--- config.mk ---
export PLATFORM = sky130hd
export DESIGN_NAME = butterfly_router
export DESIGN_NICKNAME = d
export VERILOG_FILES = /design/src/rtl/butterfly_router.sv
export SDC_FILE = /design/constraint.sdc
export NUM_CORES = 1
export LEC_CHECK = 0
export ABC_AREA = 1
export BUFFER_PORTS_ARGS = -buffer_cell sky130_fd_sc_hd__clkbuf_2
export CAP_MARGIN = 20
export CELL_PAD_IN_SITES_DETAIL_PLACEMENT = 1
export CELL_PAD_IN_SITES_GLOBAL_PLACEMENT = 2
export CORE_MARGIN = 5
export CORE_UTILIZATION = 30
export DETAILED_ROUTE_END_ITERATION = 8
export PLACE_DENSITY = 0.69
export SLEW_MARGIN = 20
export SYNTH_ARGS = -nofsm -noshare
export SYNTH_HDL_FRONTEND = slang
export SYNTH_SLANG_ARGS = --single-unit
--- constraint.sdc ---
create_clock -name clk -period 1.75 [get_ports clk]
set_clock_uncertainty 0.05 [all_clocks]
set_input_delay 0.35 -clock clk [delete_from_list [all_inputs] [get_ports clk]]
set_output_delay 0.35 -clock clk [all_outputs]
set_load 0.1 [all_outputs]
--- src/rtl/butterfly_router.sv ---
module butterfly_router #(
  parameter int LG = 3,
  parameter int DW = 8,
  localparam int N = 1 << LG
) (
  input  logic             clk,
  input  logic             rst_n,
  input  logic [N-1:0]     in_valid,
  input  logic [N*LG-1:0]  in_dst,
  input  logic [N*DW-1:0]  in_data,
  output logic [N-1:0]     in_ready,
  output logic [N-1:0]     out_valid,
  output logic [N*LG-1:0]  out_src,
  output logic [N*DW-1:0]  out_data
);

  logic          rv   [LG][N];
  logic [LG-1:0] rd   [LG][N];
  logic [LG-1:0] rs   [LG][N];
  logic [DW-1:0] rx   [LG][N];
  logic          prio [LG][N];

  logic          cv   [LG][N];
  logic [LG-1:0] cd   [LG][N];
  logic [LG-1:0] cs   [LG][N];
  logic [DW-1:0] cx   [LG][N];
  logic          mv   [LG+1][N];
  logic          ld   [LG][N];
  logic          selp [LG][N];
  logic          flip [LG][N];

  always_comb begin
    for (int s = 0; s < LG; s++) begin
      for (int m = 0; m < N; m++) begin
        if (s == 0) begin
          cv[s][m] = in_valid[m];
          cd[s][m] = in_dst[m*LG +: LG];
          cs[s][m] = LG'(m);
          cx[s][m] = in_data[m*DW +: DW];
        end else begin
          cv[s][m] = rv[s-1][m];
          cd[s][m] = rd[s-1][m];
          cs[s][m] = rs[s-1][m];
          cx[s][m] = rx[s-1][m];
        end
        mv[s][m]   = 1'b0;
        ld[s][m]   = 1'b0;
        selp[s][m] = 1'b0;
        flip[s][m] = 1'b0;
      end
    end
    for (int m = 0; m < N; m++) mv[LG][m] = 1'b1;
    for (int s = LG - 1; s >= 0; s--) begin
      for (int j = 0; j < N; j++) begin
        int   p, lo;
        logic jb, ro, rp, ownwin, acc;
        p      = j ^ (1 << s);
        lo     = j & ~(1 << s);
        jb     = 1'((j >> s) & 1);
        ro     = cv[s][j] && (cd[s][j][s] == jb);
        rp     = cv[s][p] && (cd[s][p][s] == jb);
        ownwin = ro && (!rp || (prio[s][lo] ? (j != lo) : (j == lo)));
        acc    = !rv[s][j] || mv[s+1][j];
        ld[s][j]   = acc && (ro || rp);
        selp[s][j] = !ownwin;
        if (ld[s][j]) begin
          if (ownwin) mv[s][j] = 1'b1;
          else        mv[s][p] = 1'b1;
        end
        if (ld[s][j] && ro && rp) flip[s][lo] = 1'b1;
      end
    end
  end

  always_ff @(posedge clk or negedge rst_n) begin
    if (!rst_n) begin
      for (int s = 0; s < LG; s++) begin
        for (int j = 0; j < N; j++) begin
          rv[s][j]   <= 1'b0;
          rd[s][j]   <= '0;
          rs[s][j]   <= '0;
          rx[s][j]   <= '0;
          prio[s][j] <= 1'b0;
        end
      end
    end else begin
      for (int s = 0; s < LG; s++) begin
        for (int j = 0; j < N; j++) begin
          if (ld[s][j]) begin
            rv[s][j] <= 1'b1;
            rd[s][j] <= selp[s][j] ? cd[s][j ^ (1 << s)] : cd[s][j];
            rs[s][j] <= selp[s][j] ? cs[s][j ^ (1 << s)] : cs[s][j];
            rx[s][j] <= selp[s][j] ? cx[s][j ^ (1 << s)] : cx[s][j];
          end else if (mv[s+1][j]) begin
            rv[s][j] <= 1'b0;
          end
          if (flip[s][j]) prio[s][j] <= !prio[s][j];
        end
      end
    end
  end

  for (genvar gm = 0; gm < N; gm++) begin : g_port
    assign in_ready[gm]              = mv[0][gm];
    assign out_valid[gm]             = rv[LG-1][gm];
    assign out_src[gm*LG +: LG]      = rs[LG-1][gm];
    assign out_data[gm*DW +: DW]     = rx[LG-1][gm];
  end

  for (genvar gs = 0; gs < LG; gs++) begin : g_chk
    for (genvar gj = 0; gj < N; gj++) begin : g_line
      localparam logic [LG-1:0] LINE = LG'(gj);
      localparam logic [LG-1:0] LOW  = LG'((2 << gs) - 1);
      p_stage_bit_r2: assert property (@(posedge clk) disable iff (!rst_n)
        rv[gs][gj] |-> (((rd[gs][gj] & LOW) | (rs[gs][gj] & ~LOW)) == LINE));
      if (gs < LG - 1) begin : g_hold
        p_hold_r5: assert property (@(posedge clk) disable iff (!rst_n)
          (rv[gs][gj] && !mv[gs+1][gj]) |=>
            (rv[gs][gj] && $stable(rd[gs][gj]) && $stable(rs[gs][gj]) && $stable(rx[gs][gj])));
      end
    end
  end

  for (genvar gk = 0; gk < N / 2; gk++) begin : g_sw0
    localparam int LO = 2 * gk;
    localparam int HI = 2 * gk + 1;
    logic conf;
    assign conf = in_valid[LO] && in_valid[HI] && (in_dst[LO*LG] == in_dst[HI*LG]);
    p_one_grant_r5: assert property (@(posedge clk) disable iff (!rst_n)
      conf |-> !(in_ready[LO] && in_ready[HI]));
    p_rr_low_r6: assert property (@(posedge clk) disable iff (!rst_n)
      (conf && in_ready[LO]) |=> !(conf && in_ready[LO]));
    p_rr_high_r6: assert property (@(posedge clk) disable iff (!rst_n)
      (conf && in_ready[HI]) |=> !(conf && in_ready[HI]));
  end

endmodule

==> flow_metrics.tcl <==
set metrics [dict create \
    cp-start-kind "register" \
    startpoint "cd[8]" \
    synth.most_common_cell "nand2_1" \
    critPathMaxStageDelay_ns 0.40 \
    worst_slack_ns -0.732 \
    design_area_sq_mm 0.0202 \
    synthTopCellsByArea "dfrtp_1 (53%), nand2_1 (15%), o221ai_1 (9.3%)" \
    synthSimpleGateAreaFrac_pct 22.7 \
    critPathKind "register to output pin" \
    clockBufferDepth 3 \
    slew_violations 0 \
    rows 80 \
    async_flop_share_pct 100 \
    grt_antenna_before_repair 0 \
    regToRegSetupSlack_ns -0.13 \
    cts.sinks 310 \
    crit_chain "nand2_2 > o21ai_4 > nand3_4 > nand3_4 > nand3_4 > nand2_4 > inv_4 > nand2_4 > nand2_8 > buf_12" \
    grt_max_degree 87 \
    status "complete, but fails checks" \
    syn_avg_cell_area_sq_um 8.64 \
    cp_num_buf_inv 2 \
    rsz0062_at_grt "true" \
    core_sq_mm 0.0478 \
    synth_xor_area_share_pct 0.361 \
    cp_data_required_time_ns 1.35 \
    ys_ff_latch 310 \
    cpLargestDelayFamily "simple AND/OR/NAND/NOR gates" \
    drt_first_iter_violations 631 \
    synth_largest_area_cell "dfrtp_1" \
    die_w_um 230 \
    violations "negative setup slack" \
    worstSetupPathDepth 10 \
    r2r-start "cv[4]" \
    cts_tree "built" \
    ctsHtreeMaxLevel 2 \
    syn_nets 1783 \
    hold_start "in_data[30]" \
    yosys_warnings 0 \
    dieArea_sq_mm 0.0531 \
    drive_gt1_share_pct 31.1 \
    hold_class "input port to register" \
    synth_top_family_by_area "simple AND/OR/NAND/NOR gates" \
    clk_pin_slew_ns 0.06 \
    post-route-util_pct 42.2 \
    synthMuxAreaShare_pct 1.47 \
    synth_edf_count 0 \
    cap_violations 0 \
    overflow 0 \
    path_max_fanout 5 \
    synthTopCellsByCount "nand2_1 (571), dfrtp_1 (310), inv_1 (249)" \
    yosys_most_used_dff "dfrtp_1" \
    crit_arrival_ns 2.08 \
    start_util_pct 30.4 \
    dp_hpwl_mm 41.6 \
    fmax_mhz 403 \
    synth_compound_area_share_pct 12.6 \
    tightest_slew_ns 0.532 \
    ant_nets 0 \
    die_h_um 230 \
    finalHoldViolations 0 \
    layout_worst_path_cycle_share_pct 142 \
    final_nets 2179 \
    period_minus_slack_ns 2.48 \
    clk-insertion-delay-late_ns 0.56 \
    critical-path-slowest-cell "dfrtp_1" \
    yosysSeqAreaShare_pct 53.3 \
    dr_total_vias 13500 \
    crit_path_end_kind "output pin" \
    reg2reg_to "prio[17]" \
    post_dp_cell_area_sq_mm 0.0177 \
    place_congestion 0.847 \
    vias_per_cell 4.95 \
    cp-endpoint "in_ready[1]" \
    drc_errors 0 \
    wire_per_inst_um 20.6 \
    finalSetupViolCount 53 \
    wl_mm 56.0 \
    cp_common_cell "nand3_4" \
    r2r_cells 13 \
    grt_usage_pct 20.8 \
    yosysTopAreaCellShare_pct 53.3 \
    diodes 0 \
    synth_fa_ha_area_share_pct 0 \
    numCtsBuffers 38 \
    synthCells 1685 \
    first_global_vias 14600 \
    portBuffers 201 \
    ys_types 31 \
    grt_pass1_wl_mm 86.8 \
    max_slew_margin_pct 64.5 \
    areaGrowthSynthToFinish_pct 38.8 \
    io_pins 202 \
    syn-cell-area_sq_mm 0.0146 \
    cts-root-buf "clkbuf_16" \
    drtPass1Iterations 4 \
    nFillCells 5561 \
]
[registers in the layout (all words and copies together) (netlist names)]
name and cells:
cv 16, out_src 24, cx 128, out_data 64
cs 34, prio 12, out_valid 8, cd 24
[tightest hold or removal path: stages]
cell and delay, ns:
clkbuf_2 0.09, nand3_1 0.07, nand3_1 0.08
[kinds of logic after synthesis]
family,after synthesis
muxes,19
xor gates and xnor gates,6
and+or+nand+nor,768
DFF,310
buffers and inverters,344
AOI/OAI and AO/OA,238
[routing by layer]
metal,vias up,part of all wire (%),track usage [%]
met4,0,3.0,6.33
li1,6352,-,-
met3,84,3.1,2.54
met1,6801,44,27.7
met2,234,50,35.5
met5,-,0,0
[worst min path at each step]
| stage | cells after the start | endpoint |
|---|---|---|
| finish | 3 | cx[102] |
| global route | 3 | cx[102] |
| CTS | 3 | cx[99] |
| detailed placement | 1 | prio[23] |
| global placement | 1 | prio[23] |
| floorplan | 0 | cd[11] |
[timing repair]
item                       4_1_cts  5_1_grt
pin swaps                       33       31
setup endpoints to repair      122      193
cloned                           0        5
hold endpoints to repair       247        0
hold buffers                     5        0
setup buffers                   35       30
resized for setup              143       81
[area by class of cell]
| cell class | instances | area [sq um] | area share (%) |
|---|---|---|---|
| multi-input cells | 1031 | 6040 | 29.9 |
| well taps | 615 | 769 | 3.81 |
| inverters | 261 | 997 | 4.93 |
| clock inverters | 7 | 85.1 | 0.421 |
| repair inverters | 2 | 12.5 | 0.0619 |
| repair buffers | 437 | 3420 | 16.9 |
| clock buffers | 56 | 1120 | 5.54 |
| flip-flops and latches | 310 | 7760 | 38.4 |
[layout by cell type, fill, tap and decap left out, types with 4 or more instances in the layout]
master         count
buf_6             17
buf_4            208
dlygate4sd3_1      5
nand2_2           28
inv_2             19
o211ai_1           9
buf_12            20
clkbuf_8           9
mux2_2            19
nand3_1          103
nor2_2             5
nand4_1           23
a21oi_1            8
nand2_1          533
nand3_2           13
nand2_4           19
clkbuf_2          96
xor2_1             6
dfrtp_1          307
o221ai_2           8
inv_1            237
clkbuf_1           9
o221ai_1         147
o21ai_4           11
nor2_1            16
clkbuf_4          86
o21ai_2            5
clkbuf_16         41
nand3_4           22
nand2_8            4
o21ai_0           41
clkinvlp_4         4
[per-stage QoR]
step	setup slack, ns	TNS [ns]	std cells	hold slack, ns
6_report	-0.732	-7.59	2719	0.0266
5_1_grt	-0.832	-14.69	2719	0.0249
4_1_cts	-0.793	-11.44	2698	0.00306
3_5_place_dp	-0.238	-3.73	2596	0.111
3_3_place_gp	-0.171	-1.90	2596	0.111
2_1_floorplan	-0.346	-1.67	1685	0.00441
Power is not shown: default switching activity piles up to over one toggle a cycle in this logic, so the estimate is an artifact.
